File: src/rtl/bxc_pkg.sv
`timescale 1ns/1ps
package bxc_pkg;
  localparam int IDX_CTRL    = 1;
  localparam int IDX_CNT_LO  = 2;
  localparam int IDX_CNT_HI  = 3;
  localparam int IDX_ADDR_LO = 4;
  localparam int IDX_ADDR_HI = 5;
  localparam int IDX_START   = 6;
  localparam int IDX_ACK     = 7;

  localparam int CTRL_IRQ_EN_BIT  = 6;
  localparam int CTRL_OUT_OFF_BIT = 1;
  localparam int STAT_FLAG_N_BIT  = 6;
  localparam int STAT_BUSY_N_BIT  = 3;

  typedef enum logic [1:0] {
    SEQ_IDLE  = 2'd0,
    SEQ_RUN   = 2'd1,
    SEQ_FLUSH = 2'd2
  } seq_state_e;
endpackage

File: src/rtl/bxc_rst_sync.sv
`timescale 1ns/1ps
module bxc_rst_sync #(
  parameter int STAGES = 2
) (
  input  logic clk,
  input  logic rst_n,
  output logic rst_sync_n
);
  logic [STAGES-1:0] shift_q;

  always_ff @(posedge clk or negedge rst_n) begin
    if (!rst_n) shift_q <= '0;
    else        shift_q <= {shift_q[STAGES-2:0], 1'b1};
  end

  assign rst_sync_n = shift_q[STAGES-1];
endmodule

File: src/rtl/bxc_index_ptr.sv
`timescale 1ns/1ps
module bxc_index_ptr #(
  parameter int IDX_W = 4
) (
  input  logic             clk,
  input  logic             rst_n,
  input  logic             load,
  input  logic [IDX_W-1:0] load_val,
  input  logic             step,
  output logic [IDX_W-1:0] idx_q
);
  logic [IDX_W-1:0] idx_d;
  logic             idx_en;

  always_comb begin
    idx_d  = idx_q;
    idx_en = 1'b0;
    if (load) begin
      idx_d  = load_val;
      idx_en = 1'b1;
    end else if (step && (idx_q != '0)) begin
      idx_d  = idx_q + 1'b1;
      idx_en = 1'b1;
    end
  end

  always_ff @(posedge clk or negedge rst_n) begin
    if (!rst_n)      idx_q <= '0;
    else if (idx_en) idx_q <= idx_d;
  end
endmodule

File: src/rtl/bxc_regs.sv
`timescale 1ns/1ps
module bxc_regs
  import bxc_pkg::*;
#(
  parameter int DATA_W = 8,
  parameter int CNT_W  = 12,
  parameter int ADDR_W = 16,
  parameter int IDX_W  = 4
) (
  input  logic              clk,
  input  logic              rst_n,
  input  logic              data_wr,
  input  logic [IDX_W-1:0]  idx,
  input  logic [DATA_W-1:0] wdata,
  input  logic              busy,
  input  logic              cnt_dec,
  input  logic              done,
  output logic              irq_en_q,
  output logic              out_off_q,
  output logic [ADDR_W-1:0] start_addr_q,
  output logic [CNT_W-1:0]  count_q,
  output logic              flag_q,
  output logic              start_pulse,
  output logic              ack_pulse,
  output logic [DATA_W-1:0] rd_data
);
  localparam int HI_W = CNT_W - DATA_W;

  logic wr_ctrl, wr_cnt_lo, wr_cnt_hi, wr_addr_lo, wr_addr_hi;
  logic [CNT_W-1:0]  count_d;
  logic              count_en;
  logic [ADDR_W-1:0] addr_d;
  logic              addr_en;
  logic              flag_d;
  logic [DATA_W-1:0] status_v;
  logic [DATA_W-1:0] cnt_hi_v;

  always_comb begin
    wr_ctrl     = data_wr && (idx == IDX_W'(IDX_CTRL));
    wr_cnt_lo   = data_wr && (idx == IDX_W'(IDX_CNT_LO));
    wr_cnt_hi   = data_wr && (idx == IDX_W'(IDX_CNT_HI));
    wr_addr_lo  = data_wr && (idx == IDX_W'(IDX_ADDR_LO));
    wr_addr_hi  = data_wr && (idx == IDX_W'(IDX_ADDR_HI));
    start_pulse = data_wr && (idx == IDX_W'(IDX_START));
    ack_pulse   = data_wr && (idx == IDX_W'(IDX_ACK));
  end

  always_comb begin
    count_d  = count_q;
    count_en = 1'b0;
    if (cnt_dec) begin
      count_d  = count_q - 1'b1;
      count_en = 1'b1;
    end else if (!busy && wr_cnt_lo) begin
      count_d[DATA_W-1:0] = wdata;
      count_en = 1'b1;
    end else if (!busy && wr_cnt_hi) begin
      count_d[CNT_W-1:DATA_W] = wdata[HI_W-1:0];
      count_en = 1'b1;
    end
  end

  always_comb begin
    addr_d  = start_addr_q;
    addr_en = wr_addr_lo || wr_addr_hi;
    if (wr_addr_lo) addr_d[DATA_W-1:0]      = wdata;
    if (wr_addr_hi) addr_d[ADDR_W-1:DATA_W] = wdata;
  end

  always_comb begin
    flag_d = flag_q;
    if (done)           flag_d = 1'b1;
    else if (ack_pulse) flag_d = 1'b0;
  end

  always_ff @(posedge clk or negedge rst_n) begin
    if (!rst_n) begin
      irq_en_q  <= 1'b0;
      out_off_q <= 1'b1;
    end else if (wr_ctrl) begin
      irq_en_q  <= wdata[CTRL_IRQ_EN_BIT];
      out_off_q <= wdata[CTRL_OUT_OFF_BIT];
    end
  end

  always_ff @(posedge clk or negedge rst_n) begin
    if (!rst_n)        count_q <= '0;
    else if (count_en) count_q <= count_d;
  end

  always_ff @(posedge clk or negedge rst_n) begin
    if (!rst_n)       start_addr_q <= '0;
    else if (addr_en) start_addr_q <= addr_d;
  end

  always_ff @(posedge clk or negedge rst_n) begin
    if (!rst_n) flag_q <= 1'b0;
    else        flag_q <= flag_d;
  end

  always_comb begin
    status_v                  = '1;
    status_v[STAT_FLAG_N_BIT] = ~flag_q;
    status_v[STAT_BUSY_N_BIT] = ~busy;
    cnt_hi_v                  = '0;
    cnt_hi_v[HI_W-1:0]        = count_q[CNT_W-1:DATA_W];
    cnt_hi_v[DATA_W-1]        = flag_q;
    case (idx)
      IDX_W'(IDX_CTRL):   rd_data = status_v;
      IDX_W'(IDX_CNT_LO): rd_data = count_q[DATA_W-1:0];
      IDX_W'(IDX_CNT_HI): rd_data = cnt_hi_v;
      default:            rd_data = '0;
    endcase
  end
endmodule

File: src/rtl/bxc_seq.sv
`timescale 1ns/1ps
module bxc_seq
  import bxc_pkg::*;
#(
  parameter int ADDR_W = 16,
  parameter int CNT_W  = 12,
  parameter int PACE   = 7
) (
  input  logic              clk,
  input  logic              rst_n,
  input  logic              start_pulse,
  input  logic              out_en,
  input  logic [ADDR_W-1:0] start_addr,
  input  logic [CNT_W-1:0]  count,
  output logic              busy,
  output logic              buf_rd_en,
  output logic [ADDR_W-1:0] buf_addr,
  output logic              done,
  output logic              out_valid
);
  localparam int PW = (PACE > 1) ? $clog2(PACE) : 1;

  seq_state_e        state_q, state_d;
  logic [PW-1:0]     pace_q, pace_d;
  logic [ADDR_W-1:0] addr_q, addr_d;
  logic              outv_q;

  always_comb begin
    state_d   = state_q;
    pace_d    = pace_q;
    addr_d    = addr_q;
    buf_rd_en = (state_q == SEQ_RUN) && (pace_q == '0);
    done      = (state_q == SEQ_FLUSH);
    case (state_q)
      SEQ_IDLE: begin
        if (start_pulse && out_en) begin
          state_d = SEQ_RUN;
          pace_d  = '0;
          addr_d  = start_addr;
        end
      end
      SEQ_RUN: begin
        if (buf_rd_en) begin
          addr_d = addr_q + 1'b1;
          pace_d = PW'(PACE - 1);
          if (count == '0) state_d = SEQ_FLUSH;
        end else begin
          pace_d = pace_q - 1'b1;
        end
      end
      SEQ_FLUSH: state_d = SEQ_IDLE;
      default:   state_d = SEQ_IDLE;
    endcase
  end

  always_ff @(posedge clk or negedge rst_n) begin
    if (!rst_n) begin
      state_q <= SEQ_IDLE;
      pace_q  <= '0;
      addr_q  <= '0;
      outv_q  <= 1'b0;
    end else begin
      state_q <= state_d;
      pace_q  <= pace_d;
      addr_q  <= addr_d;
      outv_q  <= buf_rd_en;
    end
  end

  assign busy      = (state_q != SEQ_IDLE);
  assign buf_addr  = addr_q;
  assign out_valid = outv_q;
endmodule

File: src/rtl/bxc_host_xfer.sv
`timescale 1ns/1ps
module bxc_host_xfer #(
  parameter int DATA_W = 8,
  parameter int CNT_W  = 12,
  parameter int ADDR_W = 16,
  parameter int NREGS  = 16,
  parameter int PACE   = 7
) (
  input  logic              clk,
  input  logic              rst_n,
  input  logic              host_sel,
  input  logic              host_wr,
  input  logic              host_rd,
  input  logic [DATA_W-1:0] host_wdata,
  output logic [DATA_W-1:0] host_rdata,
  output logic              buf_rd_en,
  output logic [ADDR_W-1:0] buf_addr,
  input  logic [DATA_W-1:0] buf_rdata,
  output logic              out_valid,
  output logic [DATA_W-1:0] out_data,
  output logic              irq
);
  localparam int IDX_W = $clog2(NREGS);

  logic              rst_sync_n;
  logic [IDX_W-1:0]  idx_q;
  logic              idx_load, idx_step, data_wr;
  logic              irq_en_q, out_off_q, flag_q;
  logic              start_pulse, ack_pulse;
  logic [ADDR_W-1:0] start_addr_q;
  logic [CNT_W-1:0]  count_q;
  logic [DATA_W-1:0] reg_rd;
  logic              busy, done;

  assign idx_load = host_wr && !host_sel;
  assign idx_step = host_sel && (host_wr || host_rd);
  assign data_wr  = host_sel && host_wr;

  bxc_rst_sync #(.STAGES(2)) u_rst (
    .clk(clk), .rst_n(rst_n), .rst_sync_n(rst_sync_n)
  );

  bxc_index_ptr #(.IDX_W(IDX_W)) u_idx (
    .clk(clk), .rst_n(rst_sync_n), .load(idx_load),
    .load_val(host_wdata[IDX_W-1:0]), .step(idx_step), .idx_q(idx_q)
  );

  bxc_regs #(.DATA_W(DATA_W), .CNT_W(CNT_W), .ADDR_W(ADDR_W), .IDX_W(IDX_W)) u_regs (
    .clk(clk), .rst_n(rst_sync_n), .data_wr(data_wr), .idx(idx_q),
    .wdata(host_wdata), .busy(busy), .cnt_dec(buf_rd_en), .done(done),
    .irq_en_q(irq_en_q), .out_off_q(out_off_q), .start_addr_q(start_addr_q),
    .count_q(count_q), .flag_q(flag_q), .start_pulse(start_pulse),
    .ack_pulse(ack_pulse), .rd_data(reg_rd)
  );

  bxc_seq #(.ADDR_W(ADDR_W), .CNT_W(CNT_W), .PACE(PACE)) u_seq (
    .clk(clk), .rst_n(rst_sync_n), .start_pulse(start_pulse),
    .out_en(!out_off_q), .start_addr(start_addr_q), .count(count_q),
    .busy(busy), .buf_rd_en(buf_rd_en), .buf_addr(buf_addr),
    .done(done), .out_valid(out_valid)
  );

  assign host_rdata = host_sel ? reg_rd : DATA_W'(idx_q);
  assign out_data   = out_valid ? buf_rdata : '0;
  assign irq        = flag_q && irq_en_q;
endmodule

File: config.mk
export PLATFORM = sky130hd
export DESIGN_NAME = bxc_host_xfer
export DESIGN_NICKNAME = d
export VERILOG_FILES = /design/src/rtl/bxc_pkg.sv /design/src/rtl/bxc_rst_sync.sv /design/src/rtl/bxc_index_ptr.sv /design/src/rtl/bxc_regs.sv /design/src/rtl/bxc_seq.sv /design/src/rtl/bxc_host_xfer.sv
export SDC_FILE = /design/constraint.sdc
export NUM_CORES = 1
export LEC_CHECK = 0
export BUFFER_PORTS_ARGS = -buffer_cell sky130_fd_sc_hd__buf_2
export CAP_MARGIN = 20
export CORE_MARGIN = 2
export CORE_UTILIZATION = 51
export CTS_CLUSTER_DIAMETER = 120
export DETAILED_ROUTE_END_ITERATION = 7
export GPL_TIMING_DRIVEN = 0
export PLACE_DENSITY_LB_ADDON = 0.05
export RECOVER_POWER = 50
export SLEW_MARGIN = 20
export SYNTH_ARGS = -nofsm -noshare
export SYNTH_HDL_FRONTEND = slang
export SYNTH_SLANG_ARGS = --single-unit
File: constraint.sdc
create_clock -name clk -period 1.9 [get_ports clk]
set_clock_uncertainty 0.1 [all_clocks]
set_input_delay 0.095 -clock clk [delete_from_list [all_inputs] [get_ports clk]]
set_output_delay 0.095 -clock clk [all_outputs]
set_load 0.005 [all_outputs]
==> qor.csv <==
metric;value;unit
power.leakage;2.202;nW
yosys-top-cells-count;dfrtp_1, nor2_1, nand2_1, o21ai_0, a21oi_1;
path_class;flop to primary output;
p_int;2.886;mW
root_buffer;clkbuf_8;
layout_setup_ws;-0.1993;ns
cts_tree;built;
synth_top_cell_by_area;dfrtp_1;
cap_violations;0;
cts_sinks;59;
finalSetupViolations;19;
violations;setup timing;
viasPerCell;6.323;
rsz0062_at_grt;yes;
vias;3522;
ioPinCount;56;
fmax;476.4;MHz
cp_max_fo;5;
comb_power_share;0.290;
r2r_start;u_idx.idx_q[0];
drc;0;
p_sw_frac;0.2982;
wl;10850;um
die_y;86.50;um
synth_edf_count;0;
wl_per_cell;19.47;um
syn_area;3471;um2
end_kind;primary output;
synth.yosys.seq_area_share;0.4257;
hold_viol;0;
syn_inst;364;
gp_congestion;0.8817;
dieArea;7481;um2
antenna_cells;0;
yosysWarnings;0;
peakVddDrop;0.5986;mV
syn_avg_cell_area;9.535;um2
min_path_type;primary input to flop;
finalNetCount;503;
period_share;1.105;
rows;30;
grt_pass1_wl;15540;um
sequentialPowerShare;0.399;
antenna_found_initial;0;
clock_path_buffers;2;
dp_cells;500;
drive_gt1_frac;0.4277;
total_power;4.113;mW
overflow;0;
io_buffers;55;
worstHoldStart;host_wdata[3];
grt_max_degree;46;
slew_headroom;0.5814;
yosysMostFrequentCell;dfrtp_1;
clockPowerShare;0.311;
place_hpwl;6682;um
layout_min_cycle_time;2.099;ns
core-area;6681;um2
drtAntennaViolNets;0;
critPathLaunchType;flop;
initial_core_util;0.5195;
cp-startpoint;u_idx.idx_q[0];
fin_tns_setup;-2.134;ns
synth_async_sr_flop_share;1.000;
p_switching;1.226;mW
htreeDepth;3;
grt_usage;0.2714;
synthDistinctLibCells;66;
area_delta_synth_final;38.90;%
final_util;0.7215;
drt_iter0_drc;236;
synth.top_cell.area_share;0.4182;
die_x;86.50;um
cts_buffers;9;
finalMaxSlewViolations;0;
ys_seq_elements;59;
worstPathArrival;1.90;ns
yosys-top-cells-area;dfrtp_1, mux2_2, o21ai_0;
fin_cells;557;
power_density;853.1;nW/um2
syn-num-nets;394;
cp.required;1.70;ns
max_slew.worst_pin.slew;0.6279;ns
cts.clk_slew.worst_paths;0.07;ns
num-fill-cells;499;
worst_skew_pair.late_latency;0.35;ns
first_pass_iters;5;
status;finished, violations left;
grt_pass1_vias;3084;
synth-main-ff-cell;dfrtp_1;
==> power groups by stage <==
stage,Sequential (mW),Combinational (mW),Clock (mW)
CTS,1.64,0.984,1.29
global placement,1.67,0.673,0
global route,1.67,1.27,1.35
floorplan,1.61,0.510,0
detailed placement,1.67,0.720,0
finish,1.64,1.19,1.28
==> worst paths after layout <==
kind | to | slack, ns | cells past startpoint
worst min register to register | u_regs.start_addr_q[0] | 0.11 | 0
worst min-delay path | u_regs.start_addr_q[11] | 0.02 | 2
worst max register to register | u_regs.count_q[3] | -0.14 | 8
worst max-delay path | host_rdata[3] | -0.20 | 7
min in group asynchronous | u_regs.start_addr_q[0] | 0.11 | 0
max in group asynchronous | u_idx.idx_q[0] | 0.50 | 1
==> per-layer routing <==
layer / GRT usage / routed length (um) / up-vias
met3: 0.04000 / 826 / 24
met5: 0 / 0 / -
li1: - / - / 1581
met4: 0.09091 / 230 / 0
met1: 0.3775 / 4544 / 1737
met2: 0.4371 / 5246 / 180
==> registers in the layout (all words and copies together) (netlist names) <==
register / count
u_seq.state_q: 2
u_seq.pace_q: 3
u_regs.out_off_q: 1
u_regs.flag_q: 1
u_idx.idx_q: 4
u_regs.start_addr_q: 16
u_regs.count_q: 12
u_seq.buf_addr: 16
u_rst.shift_q: 2
u_seq.out_valid: 1
u_regs.irq_en_q: 1
==> cell usage in the layout (no fill, tap or decap), types with 4 or more instances in the layout <==
cell type,Yosys,layout
a21oi_1,20,19
a22oi_1,7,4
a31oi_1,10,9
and2_1,14,13
and3_1,5,5
buf_2,11,60
buf_4,2,30
buf_6,0,11
clkbuf_1,8,5
clkbuf_8,0,10
dfrtp_1,58,53
dfrtp_2,0,5
dlygate4sd3_1,0,6
ha_1,9,4
ha_4,0,4
inv_1,12,8
inv_2,1,4
mux2_2,18,17
mux2i_1,4,4
nand2_1,25,24
nand3_1,12,12
nand4_1,8,8
nor2_1,30,24
nor2b_1,5,4
nor3_1,7,4
o21ai_0,23,19
o221a_4,0,5
o22ai_1,8,7
==> timing repair <==
item | in CTS | in global routing
pin swaps | 8 | 19
endpoints found under the setup margin | 39 | 55
buffers inserted | 17 | 19
resized for setup | 49 | 47
hold endpoints to repair | 11 | 0
cloned | 1 | 2
hold buffers | 6 | 0
==> layout make-up <==
type / count / area (um2) / share of cell area
tap: 80 / 100.1 / 0.02076
sequential: 59 / 1484 / 0.3078
multi-input combinational: 268 / 2136 / 0.4430
clock buffer: 10 / 137.6 / 0.02855
clock inverter: 5 / 77.57 / 0.01609
buffer: 22 / 143.9 / 0.02985
timing repair buffer: 100 / 685.7 / 0.1422
inverter: 13 / 56.30 / 0.01168
==> worst max-delay path, cell delays in order, from the launching register on <==
cell and delay [ns]:
dfrtp_2 0.40, buf_4 0.13, ha_4 0.13, or3b_4 0.42, nor3_2 0.14, a221oi_2 0.05, a21oi_1 0.14, buf_2 0.13
==> stage by stage <==
step	hold slack, ns	setup slack, ns	cell area, um2
floorplan	-0.3006	-0.05568	3476
global placement	-0.2208	-0.6751	3851
detailed placement	-0.2187	-0.2758	3882
CTS	0.006548	-0.1746	4462
global route	0.03199	-0.2546	4821
finish	0.02459	-0.1993	4821
==> kinds of logic (layout without fill, tap and decap cells) <==
| family | after synthesis | after routing | synth area share |
|---|---|---|---|
| AND/OR/NAND/NOR | 125 | 125 | 0.1968 |
| adder cells (fa/ha/maj) | 9 | 9 | 0.03244 |
| AO/OA/AOI/OAI | 111 | 111 | 0.2275 |
| flip-flops | 59 | 59 | 0.4257 |
| buffers and inverters | 37 | 150 | 0.04650 |
| other | 1 | 1 | 0.001080 |
| multiplexers | 22 | 22 | 0.06993 |
Power figures use the tool's default switching activity.
